<file path="src/rtl/boot_pkg.sv">
// Package boot_pkg
// Shared types for the bootstrap download controller.
// Assumes: nothing beyond a synthesizable SystemVerilog flow.
package boot_pkg;

    // Sequencer phases: loading bytes, issuing the start strobe, inert.
    typedef enum logic [1:0] {
        ST_LOAD    = 2'd0,
        ST_HANDOFF = 2'd1,
        ST_DONE    = 2'd2
    } boot_state_t;

endpackage

</file>
<file path="src/rtl/boot_wr_ptr.sv">
// Module boot_wr_ptr
// Sequential RAM write pointer. Starts at 0, steps by one per write
// and saturates at DEPTH-1.
// Assumes: wr_en is high for exactly one cycle per stored byte.
module boot_wr_ptr #(
    parameter int DEPTH = 512,
    localparam int AW = $clog2(DEPTH)
) (
    input  logic          clk,
    input  logic          rst_n,
    input  logic          wr_en,
    output logic [AW-1:0] addr,
    output logic          at_top
);

    localparam logic [AW-1:0] TOP = AW'(DEPTH - 1);

    assign at_top = (addr == TOP);

    // Advance the pointer on each write, holding at the top location.
    always_ff @(posedge clk) begin
        if (!rst_n) begin
            addr <= '0;
        end else if (wr_en && !at_top) begin
            addr <= addr + 1'b1;
        end
    end

endmodule

</file>
<file path="src/rtl/boot_idle_timer.sv">
// Module boot_idle_timer
// Counts baud ticks since the most recent byte. Flags expiry on the
// LIMIT-th tick. The timer is inactive until the first byte arms it.
// Assumes: restart wins over a tick in the same cycle.
module boot_idle_timer #(
    parameter int LIMIT = 40,
    localparam int CW = $clog2(LIMIT + 1)
) (
    input  logic clk,
    input  logic rst_n,
    input  logic enable,
    input  logic restart,
    input  logic tick,
    output logic expire
);

    localparam logic [CW-1:0] LAST = CW'(LIMIT - 1);

    logic [CW-1:0] cnt;
    logic          armed;

    // Expiry on the tick that completes the idle window, unless a byte lands.
    assign expire = enable && armed && tick && !restart && (cnt == LAST);

    // Track arming and the tick count since the latest byte.
    always_ff @(posedge clk) begin
        if (!rst_n) begin
            cnt   <= '0;
            armed <= 1'b0;
        end else if (restart) begin
            cnt   <= '0;
            armed <= 1'b1;
        end else if (enable && armed && tick) begin
            cnt <= (cnt == LAST) ? '0 : cnt + 1'b1;
        end
    end

endmodule

</file>
<file path="src/rtl/boot_seq_fsm.sv">
// Module boot_seq_fsm
// Phase sequencer: loads until the last byte or an idle expiry, then
// issues one start strobe and stays inert until reset.
// Assumes: byte_in is only asserted while loading is high.
module boot_seq_fsm
    import boot_pkg::*;
(
    input  logic clk,
    input  logic rst_n,
    input  logic byte_in,
    input  logic last_byte,
    input  logic expire,
    output logic loading,
    output logic go
);

    boot_state_t state, state_nx;

    assign loading = (state == ST_LOAD);
    assign go      = (state == ST_HANDOFF);

    // Next-phase selection; a final byte and an expiry both end loading.
    always_comb begin
        state_nx = state;
        unique case (state)
            ST_LOAD: begin
                if (byte_in && last_byte) begin
                    state_nx = ST_HANDOFF;
                end else if (expire) begin
                    state_nx = ST_HANDOFF;
                end
            end
            ST_HANDOFF: state_nx = ST_DONE;
            ST_DONE:    state_nx = ST_DONE;
            default:    state_nx = ST_DONE;
        endcase
    end

    // Phase register.
    always_ff @(posedge clk) begin
        if (!rst_n) begin
            state <= ST_LOAD;
        end else begin
            state <= state_nx;
        end
    end

endmodule

</file>
<file path="src/rtl/boot_od_tx.sv">
// Module boot_od_tx
// Open-drain transmit stage. Asserts the pull-down enable when the
// serial bit is low and releases the line when it is high.
// Assumes: an external pull-up provides the high level.
module boot_od_tx (
    input  logic tx_bit,
    output logic pull_low
);

    // Low bit means pull the line down; high bit means float.
    assign pull_low = ~tx_bit;

endmodule

</file>
<file path="src/rtl/boot_loader_ctrl.sv">
// Module boot_loader_ctrl
// Bootstrap download controller. Writes serial bytes into RAM from
// address 0. Ends on a four-character idle gap or on the top RAM
// location, then strobes the start address once.
// Assumes: rx_valid is a one-cycle strobe per byte, and baud_tick is a
// one-cycle strobe per bit period.
module boot_loader_ctrl #(
    parameter int              RAM_DEPTH  = 512,
    parameter int              CHAR_TICKS = 10,
    parameter int              IDLE_CHARS = 4,
    parameter int              PC_W       = 16,
    parameter logic [PC_W-1:0] JUMP_ADDR  = '0,
    localparam int             AW         = $clog2(RAM_DEPTH),
    localparam int             IDLE_LIMIT = CHAR_TICKS * IDLE_CHARS
) (
    input  logic            clk,
    input  logic            rst_n,
    input  logic            baud_tick,
    input  logic            rx_valid,
    input  logic [7:0]      rx_data,
    input  logic            tx_bit,
    output logic            ram_we,
    output logic [AW-1:0]   ram_addr,
    output logic [7:0]      ram_wdata,
    output logic            go_pulse,
    output logic [PC_W-1:0] go_addr,
    output logic            tx_pull_low
);

    logic loading;
    logic at_top;
    logic expire;

    // Byte acceptance only while loading.
    assign ram_we    = rx_valid && loading;
    assign ram_wdata = rx_data;
    assign go_addr   = JUMP_ADDR;

    boot_wr_ptr #(.DEPTH(RAM_DEPTH)) u_ptr (
        .clk    (clk),
        .rst_n  (rst_n),
        .wr_en  (ram_we),
        .addr   (ram_addr),
        .at_top (at_top)
    );

    boot_idle_timer #(.LIMIT(IDLE_LIMIT)) u_timer (
        .clk     (clk),
        .rst_n   (rst_n),
        .enable  (loading),
        .restart (ram_we),
        .tick    (baud_tick),
        .expire  (expire)
    );

    boot_seq_fsm u_fsm (
        .clk       (clk),
        .rst_n     (rst_n),
        .byte_in   (ram_we),
        .last_byte (at_top),
        .expire    (expire),
        .loading   (loading),
        .go        (go_pulse)
    );

    boot_od_tx u_tx (
        .tx_bit   (tx_bit),
        .pull_low (tx_pull_low)
    );

endmodule

</file>
<file path="config.mk">
export PLATFORM = sky130hd
export DESIGN_NAME = boot_loader_ctrl
export DESIGN_NICKNAME = d
export VERILOG_FILES = /design/src/rtl/boot_pkg.sv /design/src/rtl/boot_wr_ptr.sv /design/src/rtl/boot_idle_timer.sv /design/src/rtl/boot_seq_fsm.sv /design/src/rtl/boot_od_tx.sv /design/src/rtl/boot_loader_ctrl.sv
export SDC_FILE = /design/constraint.sdc
export NUM_CORES = 1
export LEC_CHECK = 0
export ABC_AREA = 1
export BUFFER_PORTS_ARGS = -buffer_cell sky130_fd_sc_hd__buf_4
export CAP_MARGIN = 20
export CORE_MARGIN = 1.5
export CORE_UTILIZATION = 45
export DETAILED_ROUTE_END_ITERATION = 10
export PLACE_DENSITY = 0.77
export SLEW_MARGIN = 25
export SYNTH_ARGS = -nofsm -noshare
export SYNTH_HDL_FRONTEND = slang
export SYNTH_SLANG_ARGS = --single-unit
export TNS_END_PERCENT = 1
</file>
<file path="constraint.sdc">
create_clock -name clk -period 4.6 [get_ports clk]
set_clock_uncertainty 0.2 [all_clocks]
set_input_delay 0.92 -clock clk [delete_from_list [all_inputs] [get_ports clk]]
set_output_delay 0.92 -clock clk [all_outputs]
set_load 0.02 [all_outputs]
</file>
==> impl_metrics.yaml, run 1 <==
run_status:
  status: "finished clean"
layout:
  stdcell_area_um2: 1160
  layout_common_cells: "28 x nor2_1, 25 x nand2_1, 18 x dfxtp_1"
  nets: 180
  fin_util: 0.5096
  diodes: 0
  area_growth_pct: 4.392
  drive_gt1_frac: 0.1902
  fill_cells: 231
  layout_commonest_cell: "nor2_1"
  multi_input_area_um2: 551.8
  final_cells: 191
  register_area_um2: 360.3
hold_path:
  min_path_type: "reg -> reg"
clocking:
  cts_setup_buffers: 0
  tritoncts: "built"
  cts_resized: 0
  root_buffer: "clkbuf_4"
  hold_buffers: 0
  clock_sinks: 18
  htreeDepth: 1
  cts_max_path_buffers: 2
  clkTransAtPathRegs_ns: 0.10
  clk_latency_ns: 0.28
  cts_buffers: 3
critical_path:
  slowest_stage: "buf_4"
  arrival_ns: 1.39
  path_delay_family: "buffers and inverters"
  crit_fanout: 4
  cp_common_cell: "buf_4"
  start_kind: "input port"
  worstSetupEndpointType: "output port"
  required_ns: 3.48
  worstSetupPathType: "in -> out"
  path_cells: "buf_4 -> inv_1 -> nor2_4 -> buf_4"
  cp_num_buf_inv: 3
  cpPeakStageDelay_ns: 0.16
global_routing:
  track_usage: 0.1471
  antenna_found_initial: 0
  overflow: 0
  grt_pass1_wl_mm: 3.029
  grt_max_degree: 13
  grt_pass1_vias: 746
drt:
  dr_total_vias: 885
  drc_errors: 0
  wl_per_cell_um: 9.911
  first_iter_violations: 16
  viasPerCell: 4.634
  ant_nets: 0
  drt-pass1-iter-count: 4
  wirelength_mm: 1.893
place:
  portBuffers: 16
  dpl-instance-area_um2: 1124
  dp.cells: 187
  dp_hpwl_mm: 1.527
  place_congestion: 0.7973
die:
  io_pins: 49
  die_y_um: 52.69
  die_area_um2: 2776
  core_um2: 2276
  fp.dieW_um: 52.69
  start_util: 0.4882
  rows: 17
job:
  cap_violations: 0
power:
  p_leak_nw: 0.5240
  powerDensity_nw_per_um2: 257.8
  power_mw: 0.2990
  ir_drop_v: 0.0001786
synth:
  yosysSeqAreaShare: 0.3243
  synth-seq-cells: 18
  synth_top_cell_by_area: "dfxtp_1"
  synth.avg_cell_area_um2: 7.215
  netlist_area_um2: 1111
  yosysTopAreaCellShare: 0.3243
  yosysWarnings: 0
  synth_cells: 154
  synth_cell_type_count: 22
  synth_area_leaders: "dfxtp_1 32%, buf_4 17%, nor2_1 9.5%"
timing:
  tns_ns: 0
  setup_viol: 0
  period_minus_slack_ns: 2.506
  fmax_mhz: 399.1
  finalHoldViolCount: 0
  rsz0062_at_grt: "false"
  post-route-period-util: 0.5448
  final_max_slew_viol_count: 0
[worst register-to-register path: stages, from the launching register on]
cell and delay [ns]:
dfxtp_1 0.41, ha_1 0.23, nand2_1 0.08, nor3_1 0.29, nand2_1 0.11, nor2_1 0.11, ha_1 0.22, inv_1 0.08
nand2_2 0.11, nand2_1 0.06, a21oi_1 0.17
[registers in the layout, summed over array words and instances, names as in the netlist]
register / flops
u_fsm.state: 2
u_ptr.addr: 9
u_timer.armed: 1
u_timer.cnt: 6
[Yosys cell counts (all sizes together)]
library cell	number
conb	1
nand4	2
nand3	8
nor2	32
a21oi	6
dfxtp	18
ha	3
nor3	1
nand3b	1
o21ai	7
xnor2	3
nand2	30
buf	26
xor2	1
inv	15
[where the power goes]
group / switching (mW) / leakage, nW / internal (mW)
Combinational: 0.0295 / 0.357 / 0.0125
Sequential: 0.00348 / 0.146 / 0.159
Clock: 0.0463 / 0.0210 / 0.0481
Total: 0.0793 / 0.524 / 0.220
[layout make-up]
cell class | count | share of cell area
clock buffer | 4 | 0.03128
inverter | 15 | 0.04854
timing repair buffer | 16 | 0.1036
multi-input combinational | 110 | 0.4757
tap | 28 | 0.03021
sequential | 18 | 0.3107
[cell families (layout without fill, tap and decap cells)]
| family | Yosys count | after routing | synth area share |
|---|---|---|---|
| and+or+nand+nor | 74 | 74 | 0.3153 |
| buffers and inverters | 41 | 35 | 0.2297 |
| DFF | 18 | 18 | 0.3243 |
| AOI/OAI and AO/OA | 13 | 13 | 0.06194 |
| xor gates and xnor gates | 4 | 4 | 0.03154 |
| adders and majority gates | 3 | 3 | 0.03379 |
| other | 1 | 16 | 0.003375 |
[final timing paths]
path            startpoint       endpoint  slack [ns]  depth (start not counted)
max               rx_valid         ram_we        2.09                          4
min          u_ptr.addr[2]  u_ptr.addr[2]        0.30                          2
max reg2reg  u_ptr.addr[0]  u_ptr.addr[4]        2.46                         10
min reg2reg  u_ptr.addr[2]  u_ptr.addr[2]        0.30                          2
[stage by stage]
stage                     worst slack [ns]  hold slack, ns
after floorplan                      2.323          0.2566
after global placement               2.122          0.2703
after detailed placement             2.093          0.2915
after CTS                            2.094          0.3065
after global routing                 2.070          0.3452
final                                2.094          0.3031
[metal layers]
layer	GRT usage	share of wire
met3	0.04000	0.049
met2	0.2667	0.51
met5	0	0
met4	0.07265	0.0090
met1	0.1534	0.43
Note: power is estimated with default switching activity, not from simulation.
==> run 2: changes to the inputs <==
==> constraint.sdc (replaced) <==
create_clock -name clk -period 2.55 [get_ports clk]
set_clock_uncertainty 0.2 [all_clocks]
set_input_delay 0.51 -clock clk [delete_from_list [all_inputs] [get_ports clk]]
set_output_delay 0.51 -clock clk [all_outputs]
set_load 0.02 [all_outputs]
==> impl_metrics.yaml, run 2 (synthesis gave the netlist of run 1 again) <==
layout:
  layout_common_cells: "28 x nor2_1, 25 x nand2_1, 18 x dfxtp_1"
  drive_gt1_frac: 0.1852
  layout_commonest_cell: "nor2_1"
  top_regs: "u_ptr.addr (9), u_timer.cnt (6), u_fsm.state (2)"
  nets: 180
  multi_input_area_um2: 551.8
  area_growth_pct: 3.153
  largest_reg_flops: 9
  regMostFlops: "u_ptr.addr"
  register_area_um2: 360.3
  diodes: 0
  fill_cells: 225
  fin_util: 0.5036
place:
  portBuffers: 16
  dp_hpwl_mm: 1.425
  place_congestion: 0.7884
drt:
  drt-pass1-iter-count: 4
  viasPerCell: 4.700
  dr_total_vias: 893
  first_iter_violations: 14
  wl_per_cell_um: 9.579
  wirelength_mm: 1.820
  ant_nets: 0
  drc_errors: 0
power:
  p_int_mw: 0.3644
  p_leak_nw: 0.5168
  power_mw: 0.5087
  power.share.sequential: 0.576
  comb_power_share: 0.149
  p_clk_frac: 0.275
  ir_drop_v: 0.0002995
  powerDensity_nw_per_um2: 443.8
  power_switching_mw: 0.1443
  swShare: 0.2836
job:
  cap_violations: 0
timing:
  period_minus_slack_ns: 2.041
  final_max_slew_viol_count: 0
  fmax_mhz: 490.0
  rsz0062_at_grt: "false"
  setup_viol: 0
  finalHoldViolCount: 0
  post-route-period-util: 0.8003
  tns_ns: 0
global_routing:
  overflow: 0
  busiest_layer: "met2"
  grt_pass1_vias: 750
  use_met2: 0.2396
  grt_util_met1: 0.1821
  antenna_found_initial: 0
  grt_pass1_wl_mm: 3.091
  grtUsageMet3: 0.06286
  track_usage: 0.1487
  grt_max_degree: 13
critical_path:
  cp_num_buf_inv: 1
  worstSetupEndpointType: "flop"
  path_delay_family: "simple AND/OR/NAND/NOR gates"
  slowest_stage: "dfxtp_1"
  worstSetupPathType: "reg -> reg"
  required_ns: 2.55
  crit_fanout: 5
  arrival_ns: 2.04
  path_cells: "ha_1 -> nand2_1 -> nor3_1 -> nand2_1 -> nor2_1 -> ha_1 -> inv_1 -> nand2_2 -> nor2_1 -> nor2_1 -> nor2_1"
  start_kind: "flop"
  cpPeakStageDelay_ns: 0.41
  cp_common_cell: "nor2_1"
  startpoint: "u_ptr.addr[0]"
  rr_startpoint: "u_ptr.addr[0]"
die:
  die_area_um2: 2776
  start_util: 0.4882
  die_y_um: 52.69
  rows: 17
  fp.dieW_um: 52.69
  io_pins: 49
  core_um2: 2276
clocking:
  tritoncts: "built"
  cts_max_path_buffers: 2
  cts_resized: 0
  clkTransAtPathRegs_ns: 0.10
  cts_setup_buffers: 0
  clk_latency_ns: 0.29
  hold_buffers: 0
  clock_sinks: 18
  root_buffer: "clkbuf_4"
  htreeDepth: 1
  cts_buffers: 3
hold_path:
  min_from: "rst_n"
  min_path_type: "in -> reg"
run_status:
  status: "finished clean"
## run 2: area by class of cell
class,count,share of cell area
Multi-Input combinational cell,110,0.4814
Sequential cell,18,0.3144
Timing Repair Buffer,16,0.1048
Inverter,15,0.04913
Tap cell,28,0.03057
Clock buffer,3,0.01965
## run 2: path summary, 6_finish.rpt
check | to | slack (ns) | depth (start not counted)
max | u_ptr.addr[3] | 0.51 | 11
min | u_ptr.addr[3] | 0.29 | 3
max reg2reg | u_ptr.addr[3] | 0.51 | 11
min reg2reg | u_timer.cnt[1] | 0.30 | 2
## run 2: layer usage
| layer | wire [µm] | vias up |
|---|---|---|
| li1 | - | 456 |
| met1 | 833 | 407 |
| met2 | 851 | 28 |
| met3 | 130 | 2 |
| met4 | 4 | 0 |
| met5 | 0 | - |
## run 2: power groups by stage
stage / clock network (mW) / logic (mW) / registers (mW)
6_report: 0.140 / 0.0757 / 0.293
5_1_grt: 0.156 / 0.0832 / 0.294
4_1_cts: 0.146 / 0.0755 / 0.293
3_5_place_dp: 0 / 0.0752 / 0.300
3_3_place_gp: 0 / 0.0753 / 0.299
2_1_floorplan: 0 / 0.0900 / 0.304
## run 2: worst register-to-register path, stage by stage, from the launching register on
cell,delay (ns)
dfxtp_1,0.41
ha_1,0.23
nand2_1,0.08
nor3_1,0.27
nand2_1,0.09
nor2_1,0.10
ha_1,0.21
inv_1,0.08
nand2_2,0.11
nor2_1,0.05
nor2_1,0.08
nor2_1,0.05
## run 2: through the flow
| step | hold slack, ns | worst slack [ns] | instance area, µm² | std cells |
|---|---|---|---|---|
| floorplan | 0.2566 | 0.4969 | 1167 | 169 |
| global placement | 0.2720 | 0.6291 | 1124 | 187 |
| detailed placement | 0.2924 | 0.5321 | 1124 | 187 |
| CTS | 0.2831 | 0.5099 | 1146 | 190 |
| global route | 0.2908 | 0.2842 | 1146 | 190 |
| finish | 0.2920 | 0.5091 | 1146 | 190 |
